## src/rtl/rll_pkg.sv

```systemverilog
package rll_pkg;

    typedef enum logic [1:0] {
        MODE_FIXED     = 2'b00,
        MODE_FIFO      = 2'b01,
        MODE_EXT       = 2'b10,
        MODE_FIXED_ALT = 2'b11
    } rll_mode_e;

    typedef struct packed {
        logic vld;
        logic up;
    } rll_err_t;

endpackage

```

## src/rtl/rll_err_select.sv

```systemverilog
module rll_err_select
    import rll_pkg::*;
#(
    parameter int LEVEL_W    = 5,
    parameter int HALF_LEVEL = 8
) (
    input  logic [1:0]         mode,
    input  logic [LEVEL_W-1:0] fifo_level,
    input  logic               sample_tick,
    input  logic               ext_err,
    input  logic               ext_err_vld,
    output rll_err_t           err
);

    localparam logic [LEVEL_W-1:0] HALF_L = LEVEL_W'(HALF_LEVEL);

    always_comb begin
        err = '0;
        unique case (rll_mode_e'(mode))
            MODE_FIFO: begin
                err.vld = sample_tick;
                // exactly half full resolves to "up" so the sign is always defined
                err.up  = (fifo_level >= HALF_L);
            end
            MODE_EXT: begin
                err.vld = ext_err_vld;
                err.up  = ext_err;
            end
            default: err = '0;
        endcase
    end

endmodule

```

## src/rtl/rll_gain_step.sv

```systemverilog
module rll_gain_step #(
    parameter int RATIO_W = 32,
    parameter int SH_W    = 5,
    parameter int OUT_W   = 34
) (
    input  logic [SH_W-1:0]  shift,
    output logic [OUT_W-1:0] step
);

    // shift 0 disables the path; otherwise the weight is 2^(RATIO_W-1-shift)
    localparam logic [OUT_W-1:0] ONE = OUT_W'(1);

    always_comb begin
        if (shift == '0) begin
            step = '0;
        end else begin
            step = ONE << (RATIO_W - 1 - int'(shift));
        end
    end

endmodule

```

## src/rtl/rll_ratio_sum.sv

```systemverilog
module rll_ratio_sum #(
    parameter int RATIO_W = 32,
    parameter int ACC_W   = 34
) (
    input  logic [RATIO_W-1:0]      base,
    input  logic signed [ACC_W-1:0] integ,
    input  logic signed [ACC_W-1:0] prop,
    input  logic                    bypass,
    output logic [RATIO_W-1:0]      ratio
);

    localparam int SUM_W = ACC_W + 2;
    localparam logic signed [SUM_W-1:0] R_MIN = SUM_W'(1) <<< (RATIO_W - 2);
    localparam logic signed [SUM_W-1:0] R_MAX = (SUM_W'(1) <<< RATIO_W) - SUM_W'(1);

    logic signed [SUM_W-1:0] sum;

    always_comb begin
        sum = $signed({{(SUM_W-RATIO_W){1'b0}}, base})
            + SUM_W'(integ) + SUM_W'(prop);
        if (bypass) begin
            ratio = base;
        end else if (sum < R_MIN) begin
            ratio = R_MIN[RATIO_W-1:0];
        end else if (sum > R_MAX) begin
            ratio = R_MAX[RATIO_W-1:0];
        end else begin
            ratio = sum[RATIO_W-1:0];
        end
    end

endmodule

```

## src/rtl/rate_lock_loop.sv

```systemverilog
module rate_lock_loop
    import rll_pkg::*;
#(
    parameter int RATIO_W    = 32,
    parameter int SH_W       = 5,
    parameter int LEVEL_W    = 5,
    parameter int HALF_LEVEL = 8,
    parameter int HOLD_W     = 16
) (
    input  logic               clk,
    input  logic               rst_n,
    input  logic [RATIO_W-1:0] base_ratio,
    input  logic [SH_W-1:0]    gain_p_sh,
    input  logic [SH_W-1:0]    gain_i_sh,
    input  logic [1:0]         mode,
    input  logic [LEVEL_W-1:0] fifo_level,
    input  logic               sample_tick,
    input  logic               ext_err,
    input  logic               ext_err_vld,
    input  logic               hold_req,
    output logic [RATIO_W-1:0] ratio,
    output logic [HOLD_W-1:0]  hold_word
);

    localparam int ACC_W = RATIO_W + 2;
    localparam logic signed [ACC_W-1:0] INT_LIM = ACC_W'(1) <<< RATIO_W;

    typedef struct packed {
        logic signed [ACC_W-1:0] integ;
        logic                    p_on;
        logic                    p_up;
        logic [RATIO_W-1:0]      ratio;
        logic [HOLD_W-1:0]       hold;
    } rll_state_t;

    rll_state_t st_d, st_q;

    rll_err_t                err;
    logic [ACC_W-1:0]        step_i, step_p;
    logic signed [ACC_W-1:0] integ_nx, prop_nx;
    logic                    p_on_nx, p_up_nx;
    logic                    fixed_mode;
    logic [RATIO_W-1:0]      ratio_nx;

    assign fixed_mode = (mode == MODE_FIXED) || (mode == MODE_FIXED_ALT);

    rll_err_select #(.LEVEL_W(LEVEL_W), .HALF_LEVEL(HALF_LEVEL)) u_err (
        .mode        (mode),
        .fifo_level  (fifo_level),
        .sample_tick (sample_tick),
        .ext_err     (ext_err),
        .ext_err_vld (ext_err_vld),
        .err         (err)
    );

    rll_gain_step #(.RATIO_W(RATIO_W), .SH_W(SH_W), .OUT_W(ACC_W)) u_step_i (
        .shift (gain_i_sh),
        .step  (step_i)
    );

    rll_gain_step #(.RATIO_W(RATIO_W), .SH_W(SH_W), .OUT_W(ACC_W)) u_step_p (
        .shift (gain_p_sh),
        .step  (step_p)
    );

    // loop filter next state
    always_comb begin
        integ_nx = st_q.integ;
        p_on_nx  = st_q.p_on;
        p_up_nx  = st_q.p_up;
        if (fixed_mode) begin
            integ_nx = '0;
            p_on_nx  = 1'b0;
            p_up_nx  = 1'b0;
        end else if (err.vld) begin
            p_on_nx = 1'b1;
            p_up_nx = err.up;
            if (err.up) begin
                integ_nx = st_q.integ + $signed(step_i);
                if (integ_nx > INT_LIM) integ_nx = INT_LIM;
            end else begin
                integ_nx = st_q.integ - $signed(step_i);
                if (integ_nx < -INT_LIM) integ_nx = -INT_LIM;
            end
        end
        if (!p_on_nx) begin
            prop_nx = '0;
        end else if (p_up_nx) begin
            prop_nx = $signed(step_p);
        end else begin
            prop_nx = -$signed(step_p);
        end
    end

    rll_ratio_sum #(.RATIO_W(RATIO_W), .ACC_W(ACC_W)) u_sum (
        .base   (base_ratio),
        .integ  (integ_nx),
        .prop   (prop_nx),
        .bypass (fixed_mode),
        .ratio  (ratio_nx)
    );

    always_comb begin
        st_d       = st_q;
        st_d.integ = integ_nx;
        st_d.p_on  = p_on_nx;
        st_d.p_up  = p_up_nx;
        st_d.ratio = ratio_nx;
        if (hold_req) begin
            st_d.hold = st_q.ratio[RATIO_W-1 -: HOLD_W];
        end
    end

    always_ff @(posedge clk) begin
        if (!rst_n) begin
            st_q <= '0;
        end else begin
            st_q <= st_d;
        end
    end

    assign ratio     = st_q.ratio;
    assign hold_word = st_q.hold;

endmodule

```

## config.mk

```make
export PLATFORM = sky130hd
export DESIGN_NAME = rate_lock_loop
export DESIGN_NICKNAME = d
export VERILOG_FILES = /design/src/rtl/rll_pkg.sv /design/src/rtl/rll_err_select.sv /design/src/rtl/rll_gain_step.sv /design/src/rtl/rll_ratio_sum.sv /design/src/rtl/rate_lock_loop.sv
export SDC_FILE = /design/constraint.sdc
export NUM_CORES = 1
export LEC_CHECK = 0
export CAP_MARGIN = 20
export CORE_MARGIN = 5
export CORE_UTILIZATION = 44
export DETAILED_ROUTE_END_ITERATION = 8
export PLACE_DENSITY_LB_ADDON = 0.12
export SLEW_MARGIN = 15
export SYNTH_ARGS = -nofsm -noshare
export SYNTH_HDL_FRONTEND = slang
export SYNTH_SLANG_ARGS = --single-unit
```

## constraint.sdc

```tcl
create_clock -name clk -period 19.3 [get_ports clk]
set_clock_uncertainty 0.1 [all_clocks]
set_input_delay 3.86 -clock clk [delete_from_list [all_inputs] [get_ports clk]]
set_output_delay 3.86 -clock clk [all_outputs]
set_load 0.01 [all_outputs]
```

==> metrics list <==
- Counting every net in the synthesized netlist gives 1888.
- Worst-case headroom to the max-slew limit: 26.8%
- Multiplexer cells account for 2.06% of the synthesized area.
* Commonest non-fill, non-tap cells in the layout: 171 x nand2_1, 161 x nor2_1, 132 x a21oi_1, 115 x o21ai_0, 103 x ha_1
- For this run, the leading register cell type out of synthesis is dfxtp_1.
* Avg Cell Area, Syn: 7.26 sq um
* Via-per-instance ratio: 6.01
- In this run, synthesis produced a sequential element count of 84.
* Clock latency at the later pin of the worst-skew pair: 360 ps
- XOR/XNOR share of the synthesized area: 5.34%
- Number of routed nets with antenna violations: 0
- In the synthesized netlist, the number of instances is 1695.
- 103 I/O pins were placed.
- Main combinational cell family by area after synthesis: compound AO/OA/AOI/OAI gates
- Class of the worst hold path: register to register
* Final critical-path share of the clock period: 75.5%
- Standard cell with the maximum stage delay on the critical path: nor4_1
- The post-route netlist has 5.96% of its cells at a drive strength greater than 1.
- Post-DR wirelength/cell: 20.7 um
* Static power due to leakage: 5.85 nW
* Number of I/O port buffers: 99
- Pin slew with the least headroom to its limit: 1070 ps
* End-of-flow core utilization: 48.3%
- Routing usage on met3: 3.67%
- Number of design rule violations left after detail routing: 0
* Final period demand of the worst path: 14580 ps
- Setup TNS: 0 ps
* Fin nets: 1867
* CTS sink cnt: 84
- Total power divided by cell area: 71.6 mW/mm^2
- Layout-stage area growth over the synthesis result: 8.83%
* CTS tree: built
- For the worst setup path, the data required time is 19400 ps.
- The wire-length estimate of the detail-placed layout is 34.1 mm.
* Synth cell types: 102
- Buffers inserted by post-CTS timing repair: 0
- Outcome: completed
* Final Hold Viols: 0
- Post-CTS resize count: 0
* Post-Synth Simple-Gate Area: 24.2%
* Max-capacitance violation count: 0
- Setup violations remaining at the end of the flow were counted as 0.
- Largest net degree at the start of global routing: 32
* Max Fanout on Critical Path: 31
- For the worst setup path, the data arrival time is 14680 ps.
- Met2 usage in global routing: 41.8%
- Global routing used 39.5% of the available met1 tracks.
- Clock Tree Root: clkbuf_16
- Global-route congestion overflow total: 0
- Of all flip-flops after synthesis, the portion carrying an async set or reset was 0%.
- Cell area after technology mapping: 0.0123 sq mm
- Via count of the first global-routing pass: 11500
* Startpoint Class: primary input
* Vertical extent of the die: 177 um
- Most frequent standard cell in the layout excluding fill and tap cells: nand2_1
- Setup CP Type: primary input to register
- The number of clock buffers added by TritonCTS is 9.
- Highest clock rate: 68.6 MHz
- Routability-driven placement finished with a final weighted congestion of 0.953.
* Setup repair after global routing missed its margin: false
- For this design, the CTS-stage hold fixing added 0 buffers.
- The worst setup path is captured at a register.
- Full die area: 0.0314 sq mm
- The first global-routing pass estimated 66.8 mm of wire.
* Antenna violations before repair: 0
- Sequential cells were found to cover 13.7% of the synthesized design area.
- The final max-slew violation count is 0.
* Floorplan die width: 177 um
- Number of inserted diodes: 0
* CTS max path bufs: 2
- Placeable Area: 0.0277 sq mm
- The synthesized netlist devotes 29.6% of its cell area to compound gates.
- Number of vias after detailed routing: 12400
* Starting density of the core: 44.4%
- H-tree depth reported by CTS: 3
* Fraction of the mapped netlist area in adder cells: 16.2%
- Largest stage delay on the critical path: 890 ps
- Most Crowded Layer GR: met2
* Clock-pin slew on the worst setup and hold paths: 70 ps
- Warning count from the yosys run: 0
* TritonRoute pass-1 iters: 5
* Number of flops mapped to enable cells by yosys: 0
- VDD sags by at most 0.0427 mV.
- For this run, the total global-route usage over all layers was measured as 26.8%.
- Row generation in the floorplan step produced 61 rows.
- Routed WL: 42.5 mm
* Cell occurring most often along the worst timing path: a21oi_1
- After the first detailed-routing iteration, the DRC count stood at 1156.
==> cell usage after synthesis, types with 8 or more instances <==
cell type / n / area [sq um]
nand2_1: 171 / 642
nor2_1: 162 / 608
a21oi_1: 132 / 661
o21ai_0: 116 / 581
ha_1: 103 / 1290
dfxtp_1: 84 / 1680
inv_1: 70 / 263
clkbuf_1: 64 / 240
buf_4: 54 / 405
nand3_1: 52 / 260
xnor2_1: 52 / 455
nor3_1: 49 / 245
nor2b_1: 37 / 231
fa_1: 35 / 701
a21o_1: 33 / 248
nand2b_1: 25 / 156
xor2_1: 23 / 201
mux2i_1: 22 / 220
a211oi_1: 19 / 143
buf_2: 19 / 95.1
and2_1: 18 / 113
o21a_1: 17 / 128
and3_1: 15 / 93.8
o21bai_1: 15 / 113
nor4_1: 14 / 87.6
o211ai_1: 14 / 105
a31oi_1: 13 / 81.3
nand4_1: 13 / 81.3
o31ai_1: 13 / 97.6
a22o_1: 12 / 105
o21ai_1: 12 / 60.1
or3_1: 11 / 68.8
o21ai_2: 10 / 87.6
a21boi_0: 8 / 60.1
nor3b_1: 8 / 60.1
or2_2: 8 / 50.1
==> metrics by stage <==
stage               worst slack (ps)  hold WS, ps  total power (W)  cells  area (sq um)
finish                          4720          406         0.000959   2057         13400
global route                    4330          431          0.00103   2057         13400
CTS                             5130          407         0.000960   2057         13400
detailed placement              4780          397         0.000777   2041         13100
global placement                4760          389         0.000773   2041         13100
floorplan                       8060          373         0.000629   1695         12300
==> logic make-up (layout without fill, tap and decap cells) <==
kind of cell	count (synthesis)	after routing
AOI/OAI and AO/OA	536	536
xor gates and xnor gates	75	75
adders and majority gates	138	138
buffers and inverters	221	205
DFF	84	84
muxes	25	25
other	2	2
and+or+nand+nor	614	614
==> flip-flops by register name, summed over array words and instances, names as in the netlist <==
name / flops
hold_word: 16
ratio: 32
st_q: 36
==> final cells by class <==
cell class / instances / area (sq um)
clock buffers: 9 / 225
multi-input cells: 1390 / 9560
flip-flops and latches: 84 / 1680
fillers: 2836 / 14300
repair buffers: 113 / 1100
inverters: 76 / 285
clock inverters: 7 / 73.8
well taps: 378 / 473
==> report_power, final <==
part | switching (W) | internal, W | leakage (nW) | total [W]
clock network | 0.0000870 | 0.0000917 | 0.147 | 0.000179
logic | 0.000341 | 0.000229 | 5.02 | 0.000569
registers | 0.0000138 | 0.000198 | 0.689 | 0.000212
==> worst paths after layout <==
check,startpoint,to,slack (ps),cells after the start
setup / recovery,gain_i_sh[2],ratio[16]$_SDFF_PN0_,4720,29
setup reg to reg,st_q[70]$_SDFF_PN0_,ratio[16]$_SDFF_PN0_,9400,26
hold reg to reg,st_q[65]$_SDFF_PN0_,st_q[65]$_SDFF_PN0_,410,2
hold / removal,st_q[65]$_SDFF_PN0_,st_q[65]$_SDFF_PN0_,410,2
==> worst max-delay path, delay by kind of cell <==
family / cells / cell delay [ps]
multiplexers: 1 / 260
AND/OR/NAND/NOR: 9 / 2930
AO/OA/AOI/OAI: 13 / 4840
buffers and inverters: 2 / 1130
adder cells (fa/ha/maj): 3 / 1430
XOR/XNOR: 1 / 160
==> per-layer routing <==
metal / part of all wire (%) / vias up
met1: 48 / 5847
met2: 44 / 461
met4: 2.1 / 0
met5: 0 / -
met3: 6.2 / 53
li1: - / 6011
Note: power is estimated with default switching activity, not from simulation.
